## src/rtl/pp_pkg.sv

```systemverilog
package pp_pkg;
  typedef enum logic [1:0] {
    SEL_DATA  = 2'd0,
    SEL_STAT  = 2'd1,
    SEL_CTRL  = 2'd2,
    SEL_SPARE = 2'd3
  } reg_sel_e;

  localparam int unsigned STAT_W = 5;   // busy, ack_n, pe, slct, err_n
  localparam int unsigned PD_W   = 8;
  localparam int unsigned SYNC_W = PD_W + STAT_W;

  localparam int unsigned CTRL_DIR_BIT  = 5;
  localparam int unsigned CTRL_IRQ_BIT  = 4;
  localparam int unsigned CTRL_SLIN_BIT = 3;
  localparam int unsigned STAT_TMO_BIT  = 0;
endpackage

```

## src/rtl/pp_sync.sv

```systemverilog
module pp_sync #(
  parameter int unsigned W = 1,
  parameter logic [W-1:0] RST_VAL = '1
) (
  input  logic         clk_i,
  input  logic         rst_ni,
  input  logic [W-1:0] d_i,
  output logic [W-1:0] q_o
);
  logic [W-1:0] s1_q, s2_q;

  always_ff @(posedge clk_i or negedge rst_ni) begin
    if (!rst_ni) begin
      s1_q <= RST_VAL;
      s2_q <= RST_VAL;
    end else begin
      s1_q <= d_i;
      s2_q <= s1_q;
    end
  end

  assign q_o = s2_q;
endmodule

```

## src/rtl/pp_epp_timeout.sv

```systemverilog
module pp_epp_timeout #(
  parameter int unsigned CYCLES = 500
) (
  input  logic clk_i,
  input  logic rst_ni,
  input  logic count_en_i,
  input  logic clr_i,
  output logic flag_o
);
  localparam int unsigned CW = (CYCLES < 2) ? 1 : $clog2(CYCLES + 1);
  localparam logic [CW-1:0] LAST = CW'(CYCLES - 1);
  localparam logic [CW-1:0] FULL = CW'(CYCLES);

  logic [CW-1:0] cnt_q;
  logic          hit;

  assign hit = count_en_i && (cnt_q == LAST);

  always_ff @(posedge clk_i or negedge rst_ni) begin
    if (!rst_ni) begin
      cnt_q <= '0;
    end else if (!count_en_i) begin
      cnt_q <= '0;
    end else if (cnt_q != FULL) begin
      cnt_q <= cnt_q + 1'b1;
    end
  end

  // set wins over a same-cycle clear
  always_ff @(posedge clk_i or negedge rst_ni) begin
    if (!rst_ni)     flag_o <= 1'b0;
    else if (hit)    flag_o <= 1'b1;
    else if (clr_i)  flag_o <= 1'b0;
  end
endmodule

```

## src/rtl/pp_ack_irq.sv

```systemverilog
module pp_ack_irq (
  input  logic clk_i,
  input  logic rst_ni,
  input  logic ack_s_i,
  input  logic en_i,
  output logic irq_o
);
  logic ack_d_q;

  always_ff @(posedge clk_i or negedge rst_ni) begin
    if (!rst_ni) ack_d_q <= 1'b1;
    else         ack_d_q <= ack_s_i;
  end

  assign irq_o = en_i && ack_s_i && !ack_d_q;
endmodule

```

## src/rtl/pp_regbank.sv

```systemverilog
module pp_regbank
  import pp_pkg::*;
#(
  parameter int unsigned CLK_FREQ_HZ = 50_000_000,
  parameter int unsigned TIMEOUT_US  = 10
) (
  input  logic       clk_i,
  input  logic       rst_ni,
  input  logic [1:0] addr_i,
  input  logic       wr_i,
  input  logic       rd_i,
  input  logic [7:0] wdata_i,
  output logic [7:0] rdata_o,
  input  logic       epp_mode_i,
  input  logic       epp_cycle_i,
  input  logic       busy_i,
  input  logic       ack_ni,
  input  logic       pe_i,
  input  logic       slct_i,
  input  logic       err_ni,
  input  logic [7:0] pd_i,
  output logic [7:0] pd_o,
  output logic       pd_oe_o,
  output logic       slin_no,
  output logic       irq_o
);
  localparam int unsigned TICKS_PER_US = CLK_FREQ_HZ / 1_000_000;
  localparam int unsigned TMO_CYCLES   = (TICKS_PER_US * TIMEOUT_US < 1) ? 1
                                         : TICKS_PER_US * TIMEOUT_US;

  reg_sel_e sel;
  assign sel = reg_sel_e'(addr_i);

  // input synchronization
  logic [SYNC_W-1:0] sync_d, sync_q;
  logic [PD_W-1:0]   pd_s;
  logic              busy_s, ack_s, pe_s, slct_s, err_s;

  assign sync_d = {pd_i, busy_i, ack_ni, pe_i, slct_i, err_ni};

  pp_sync #(.W(SYNC_W), .RST_VAL('1)) u_sync (
    .clk_i (clk_i),
    .rst_ni(rst_ni),
    .d_i   (sync_d),
    .q_o   (sync_q)
  );

  assign {pd_s, busy_s, ack_s, pe_s, slct_s, err_s} = sync_q;

  // registers
  logic [7:0] data_q;
  logic       dir_q, irq_en_q, slin_q;
  logic       wr_data, wr_stat, wr_ctrl;

  assign wr_data = wr_i && (sel == SEL_DATA);
  assign wr_stat = wr_i && (sel == SEL_STAT);
  assign wr_ctrl = wr_i && (sel == SEL_CTRL);

  always_ff @(posedge clk_i or negedge rst_ni) begin
    if (!rst_ni)      data_q <= '0;
    else if (wr_data) data_q <= wdata_i;
  end

  always_ff @(posedge clk_i or negedge rst_ni) begin
    if (!rst_ni) begin
      irq_en_q <= 1'b0;
      slin_q   <= 1'b0;
    end else if (wr_ctrl) begin
      irq_en_q <= wdata_i[CTRL_IRQ_BIT];
      slin_q   <= wdata_i[CTRL_SLIN_BIT];
    end
  end

  // direction is held at output while in SPP mode
  always_ff @(posedge clk_i or negedge rst_ni) begin
    if (!rst_ni)          dir_q <= 1'b0;
    else if (!epp_mode_i) dir_q <= 1'b0;
    else if (wr_ctrl)     dir_q <= wdata_i[CTRL_DIR_BIT];
  end

  // timeout
  logic tmo_flag;

  pp_epp_timeout #(.CYCLES(TMO_CYCLES)) u_tmo (
    .clk_i     (clk_i),
    .rst_ni    (rst_ni),
    .count_en_i(epp_mode_i && epp_cycle_i),
    .clr_i     (wr_stat && wdata_i[STAT_TMO_BIT]),
    .flag_o    (tmo_flag)
  );

  // ack edge interrupt
  pp_ack_irq u_irq (
    .clk_i  (clk_i),
    .rst_ni (rst_ni),
    .ack_s_i(ack_s),
    .en_i   (irq_en_q),
    .irq_o  (irq_o)
  );

  // read path
  logic [7:0] stat_view, ctrl_view, rd_mux;

  assign stat_view = {~busy_s, ack_s, pe_s, slct_s, err_s, 2'b11,
                      (epp_mode_i ? tmo_flag : 1'b1)};
  assign ctrl_view = {2'b11, dir_q, irq_en_q, slin_q, 3'b000};

  always_comb begin
    unique case (sel)
      SEL_DATA:  rd_mux = dir_q ? pd_s : data_q;
      SEL_STAT:  rd_mux = stat_view;
      SEL_CTRL:  rd_mux = ctrl_view;
      default:   rd_mux = 8'h00;
    endcase
  end

  always_ff @(posedge clk_i or negedge rst_ni) begin
    if (!rst_ni)   rdata_o <= '0;
    else if (rd_i) rdata_o <= rd_mux;
  end

  assign pd_o    = data_q;
  assign pd_oe_o = ~dir_q;
  assign slin_no = ~slin_q;
endmodule

```

## config.mk

```make
export PLATFORM = sky130hd
export DESIGN_NAME = pp_regbank
export DESIGN_NICKNAME = d
export VERILOG_FILES = /design/src/rtl/pp_pkg.sv /design/src/rtl/pp_sync.sv /design/src/rtl/pp_epp_timeout.sv /design/src/rtl/pp_ack_irq.sv /design/src/rtl/pp_regbank.sv
export SDC_FILE = /design/constraint.sdc
export NUM_CORES = 1
export LEC_CHECK = 0
export ABC_AREA = 1
export BUFFER_PORTS_ARGS = -buffer_cell sky130_fd_sc_hd__buf_2
export CORE_ASPECT_RATIO = 0.9
export CORE_MARGIN = 2
export CORE_UTILIZATION = 50
export DETAILED_ROUTE_END_ITERATION = 12
export PLACE_DENSITY = 0.74
export RECOVER_POWER = 100
export SLEW_MARGIN = 20
export SYNTH_ARGS = -nofsm -noshare
export SYNTH_HDL_FRONTEND = slang
export SYNTH_SLANG_ARGS = --single-unit
export TNS_END_PERCENT = 50
```

## constraint.sdc

```tcl
create_clock -name clk_i -period 3.3 [get_ports clk_i]
set_input_delay 0.165 -clock clk_i [delete_from_list [all_inputs] [get_ports clk_i]]
set_output_delay 0.165 -clock clk_i [all_outputs]
set_load 0.02 [all_outputs]
```

Word level (Yosys, flattened, before mapping)
Cells that the tools add are included.
Widths: inputs -> output; s select.

operators by class
  add/subtract/negate cells = 1
  bitwise operators = 3
  multiplexer cells = 9
  reduce and logical (&&, ||, !) cells = 11
  eq/ne operators = 6

operators with widths
  kind                 count
  $pmux 8 s3           1
  $mux 9               2
  $add 9x1->9 const B  1
  $eq 9x9->1 const B   1
  $ne 9x9->1 const B   1
  $logic_and 1x1->1    8
  $mux 8               1
  $mux 1               5
  $not 1->1            3
  $eq 2x1->1 const B   1
  $eq 2x2->1 const B   1
  $logic_not 2->1      1
  $ne 2x1->1 const B   1
  $ne 2x2->1 const B   1
  $reduce_bool 2->1    1
  $logic_not 1->1      1

storage, ports and cells
  word-level logic and storage cells = 40
  register bits after elaboration = 56

Depth between registers and ports, before layout
  depth in word-level cells = 5
  depth in mapped cells = 8
  mapped depth without buffers = 7

Hierarchy
From an unflattened synthesis, not the netlist that was laid out.

second synthesis, totals
  cell total of the unflattened synthesis = 245
  area total of the unflattened synthesis = 2,372.3 µm²

by module, submodules not included
  module          cells an instance  area an instance (µm²)  instances
  pp_regbank      141                1,049.8                 1
  pp_sync         26                 683.2                   1
  pp_epp_timeout  75                 603.1                   1
  pp_ack_irq      3                  36.3                    1

Least setup slack after synthesis
Ideal clock, no wire load.

  path kind = reg-to-reg
  start point = register u_tmo.cnt_q[0]
  end point = register u_tmo.cnt_q[3]
  data arrival time = 1.028 ns
  cell stages (with the launch flop) = 8
  library setup time = 0.117 ns
  buffers on the path = 0
  path slack = 2.155 ns
  cells stage by stage = dfrtp_1 > inv_1 > ha_1 > nand2_1 > nor2_1 > nand2_1 > nor2_1 > nor2_1

between the ends
  cells in the longest elaborated chain, start to end = 3
  elaborated cells between the ends (all ways) = 5
  classes of those cells = add/sub (1); eq/ne (2); mux (2)

ends and longest elaborated chain
  element                 RTL line              text
  from (decl)             pp_epp_timeout.sv:14  logic [CW-1:0] cnt_q;
  from (signal assigned)  pp_epp_timeout.sv:25  cnt_q <= cnt_q + 1'b1;
  $add 9x1->9             pp_epp_timeout.sv:25
  $mux 9                  pp_epp_timeout.sv:24  end else if (cnt_q != FULL) begin
  $mux 9                  pp_epp_timeout.sv:22  end else if (!count_en_i) begin

Parallel ways exist; a longest one is shown, timed or not. The select of a mux whose other input is x is not followed.
A chain may end at the register's enable or synchronous reset.

==> load_flow_metrics.sql <==
INSERT INTO impl_metrics (metric_group, metric, value, unit) VALUES
('status', 'status', 'finished, final reports clean', ''),
('synthesis', 'mux_contribution_to_synthesized_area', '0', '%'),
('power', 'static-leakage-power', '1.308', 'nW'),
('synthesis', 'synth_ff_type', 'sky130_fd_sc_hd__dfrtp_1', ''),
('setup_path', 'r2r_setup_slack', '2.00', 'ns'),
('floorplan', 'floorplan.initialDensity', '51.78', '%'),
('finish', 'final_cell_count_no_fill', '364', ''),
('synthesis', 'netlist-cell-type-count', '25', ''),
('route', 'via_count', '1701', ''),
('synthesis', 'synth_cells', '237', ''),
('clock_tree', 'cts_made_buffers', '5', ''),
('clock_tree', 'cts_tree', 'built', ''),
('timing', 'timing.final.max_slew_violations', '0', ''),
('clock_tree', 'clock_latency_of_the_later_clocked_register_in_the_worst_skew_pair', '0.31', 'ns'),
('setup_path', 'critPathCaptureType', 'asynchronous set/reset pin', ''),
('route', 'drt_pass1_iterations', '4', ''),
('finish', 'flow.area_growth_from_synthesis', '19.85', '%'),
('timing', 'setup_viol_count_final', '0', ''),
('route', 'avgRoutedWirePerCell', '11.82', 'um'),
('route', 'ant_nets', '0', ''),
('placement', 'post_dp_cell_area', '2575', 'sq um'),
('setup_path', 'critPathArrivalTime', '2.20', 'ns'),
('route', 'initial_detailed_routing_violation_count', '92', ''),
('synthesis', 'average_instance_area_after_synthesis', '9.682', 'sq um'),
('finish', 'finish.net_count', '332', ''),
('finish', 'num_antenna_cells', '0', ''),
('grt', 'grt_remaining_overflow', '0', ''),
('grt', 'grt_resource_usage_total', '18.65', '%'),
('placement', 'numPlacedInstances', '342', ''),
('timing', 'clock.fmax', '0.5652', 'GHz'),
('synthesis', 'yosysWarningCount', '0', ''),
('placement', 'place.gp.congestion', '0.7725', ''),
('setup_path', 'cell_depth_of_the_worst_flop_to_flop_path', '7', ''),
('setup_path', 'required', '3.73', 'ns'),
('synthesis', 'synth-xor-area-share', '0.3817', '%'),
('floorplan', 'die_outline_area', '5148', 'sq um'),
('setup_path', 'critPathLaunchType', 'primary input', ''),
('grt', 'grt_antenna_before_repair', '0', ''),
('synthesis', 'synth_enable_flop_cells', '0', ''),
('clock_tree', 'path_clk_slew', '0.10', 'ns'),
('synthesis', 'simple_gate_share_of_the_synthesized_area', '22.36', '%'),
('clock_tree', 'clock_tree.buffer_depth', '2', ''),
('setup_path', 'path_class', 'in -> async', ''),
('min_path', 'hold_path_class', 'in -> reg', ''),
('power', 'power.density', '488.2', 'nW/um^2'),
('power', 'vdd.ir_drop.worst', '302.4', 'uV'),
('timing', 'setup_tns', '0', 'ns'),
('floorplan', 'floorplan.rows', '23', ''),
('min_path', 'whs_path_depth', '3', ''),
('synthesis', 'combinational_family_with_the_most_area_after_synthesis', 'simple AND/OR/NAND/NOR gates', ''),
('floorplan', 'core_area', '4432', 'sq um'),
('route', 'remaining_drc_errors', '0', ''),
('timing', 'final-hold-violation-count', '0', ''),
('synthesis', 'synth-compound-area-share', '7.143', '%'),
('synthesis', 'synth_fp_nets', '268', ''),
('finish', 'final_design_area_no_fill', '2750', 'sq um'),
('clock_tree', 'root_buffer_cell', 'sky130_fd_sc_hd__clkbuf_8', ''),
('finish', 'most-common-layout-cells', 'sky130_fd_sc_hd__nand2_1, sky130_fd_sc_hd__dfrtp_1, sky130_fd_sc_hd__inv_1', ''),
('floorplan', 'floorplan.io_pins', '48', ''),
('timing', 'rsz0062_at_grt', 'false', ''),
('clock_tree', 'ctsResizeCount', '0', ''),
('synthesis', 'mappedNetlistArea', '2295', 'sq um'),
('placement', 'detailed_place_hpwl', '3.096', 'mm'),
('grt', 'via_count_of_the_first_global_routing_pass', '1559', ''),
('clock_tree', 'cts_sinks', '56', ''),
('finish', 'layout.cells.most_common', 'sky130_fd_sc_hd__nand2_1', ''),
('timing', 'layout_worst_path_cycle_share', '53.62', '%'),
('placement', 'numPortBuffers', '47', ''),
('floorplan', 'die-height', '68.27', 'um'),
('synthesis', 'synth-adder-area-share', '1.091', '%'),
('timing', 'timing.clock.skew', '0.005358', 'ns');
## flip-flops by register name (all words and copies together) (netlist names)
signal,flops
dir_q,1
irq_en_q,1
pd_o,8
rdata_o,8
slin_q,1
u_irq.ack_d_q,1
u_sync.q_o,13
u_sync.s1_q,13
u_tmo.cnt_q,9
u_tmo.flag_o,1
## where the power goes
part	total [mW]	internal [mW]	switching (mW)	leakage [nW]
sequential	0.778	0.748	0.0290	0.653
clock	0.371	0.151	0.219	0.0414
combinational	0.194	0.0681	0.126	0.614
## stage by stage
stage	power, mW	setup slack (ns)	hold slack (ns)	utilization, %
after global routing	1.403	1.232	0.08370	62.06
after CTS	1.367	1.868	0.08000	63.27
final	1.343	1.531	0.08559	62.06
after detailed placement	0.9861	2.023	0.1846	58.10
after global placement	0.9806	2.111	0.1809	58.10
after floorplan	0.9036	2.155	-0.1306	-
## cells by family (layout without fill, tap and decap cells)
group / after synthesis / after routing
AO/OA/AOI/OAI: 26 / 26
XOR/XNOR: 1 / 1
adder cells (fa/ha/maj): 2 / 2
buffers and inverters: 34 / 99
flip-flops: 56 / 56
AND/OR/NAND/NOR: 118 / 118
## worst paths after layout
path                           startpoint        endpoint
min in group asynchronous          rst_ni          slin_q
hold reg to reg            u_sync.s1_q[5]   u_sync.q_o[5]
hold / removal                 wdata_i[1]         pd_o[1]
max in group clk_i              addr_i[1]         pd_o[2]
setup / recovery                   rst_ni   u_sync.q_o[7]
setup reg to reg           u_tmo.cnt_q[0]  u_tmo.cnt_q[3]
## worst max-delay path: cells and delay by family
kind                   cells  cell delay (ns)
buffers and inverters      3             2.02
## area by class of cell
class,instances,area [sq um]
Clock inverter,2,16.27
Multi-Input combinational cell,147,683.2
Timing Repair Buffer,62,356.6
Inverter,29,108.9
Sequential cell,56,1435
Fill cell,402,1682
Clock buffer,6,72.57
Tap cell,62,77.57
## routing by layer
metal / wire [um] / track usage [%]
met2: 1805 / 27.72
met1: 2137 / 25.62
met3: 279 / 5.302
met5: 0 / 0
met4: 78 / 7.895
## cells in the mapped netlist, types with 2 or more instances
library cell	instances	area, sq um
sky130_fd_sc_hd__a21oi_1	7	35.03
sky130_fd_sc_hd__a21oi_2	4	35.03
sky130_fd_sc_hd__buf_2	2	10.01
sky130_fd_sc_hd__buf_6	2	22.52
sky130_fd_sc_hd__dfrtp_1	29	725.7
sky130_fd_sc_hd__dfstp_2	27	709.4
sky130_fd_sc_hd__ha_1	2	25.02
sky130_fd_sc_hd__inv_1	27	101.4
sky130_fd_sc_hd__nand2_1	68	255.2
sky130_fd_sc_hd__nand3_1	20	100.1
sky130_fd_sc_hd__nand4_1	2	12.51
sky130_fd_sc_hd__nor2_1	21	78.83
sky130_fd_sc_hd__o211ai_1	3	22.52
sky130_fd_sc_hd__o21ai_0	9	45.04
sky130_fd_sc_hd__o21ai_2	3	26.28
sky130_fd_sc_hd__or2_2	2	12.51
## repair_timing
item / in CTS / in global routing
hold buffers: 14 / 0
endpoints found under the hold margin: 26 / 0
buffers inserted: 0 / 0
No activity file was read; power rests on OpenSTA's default activity.
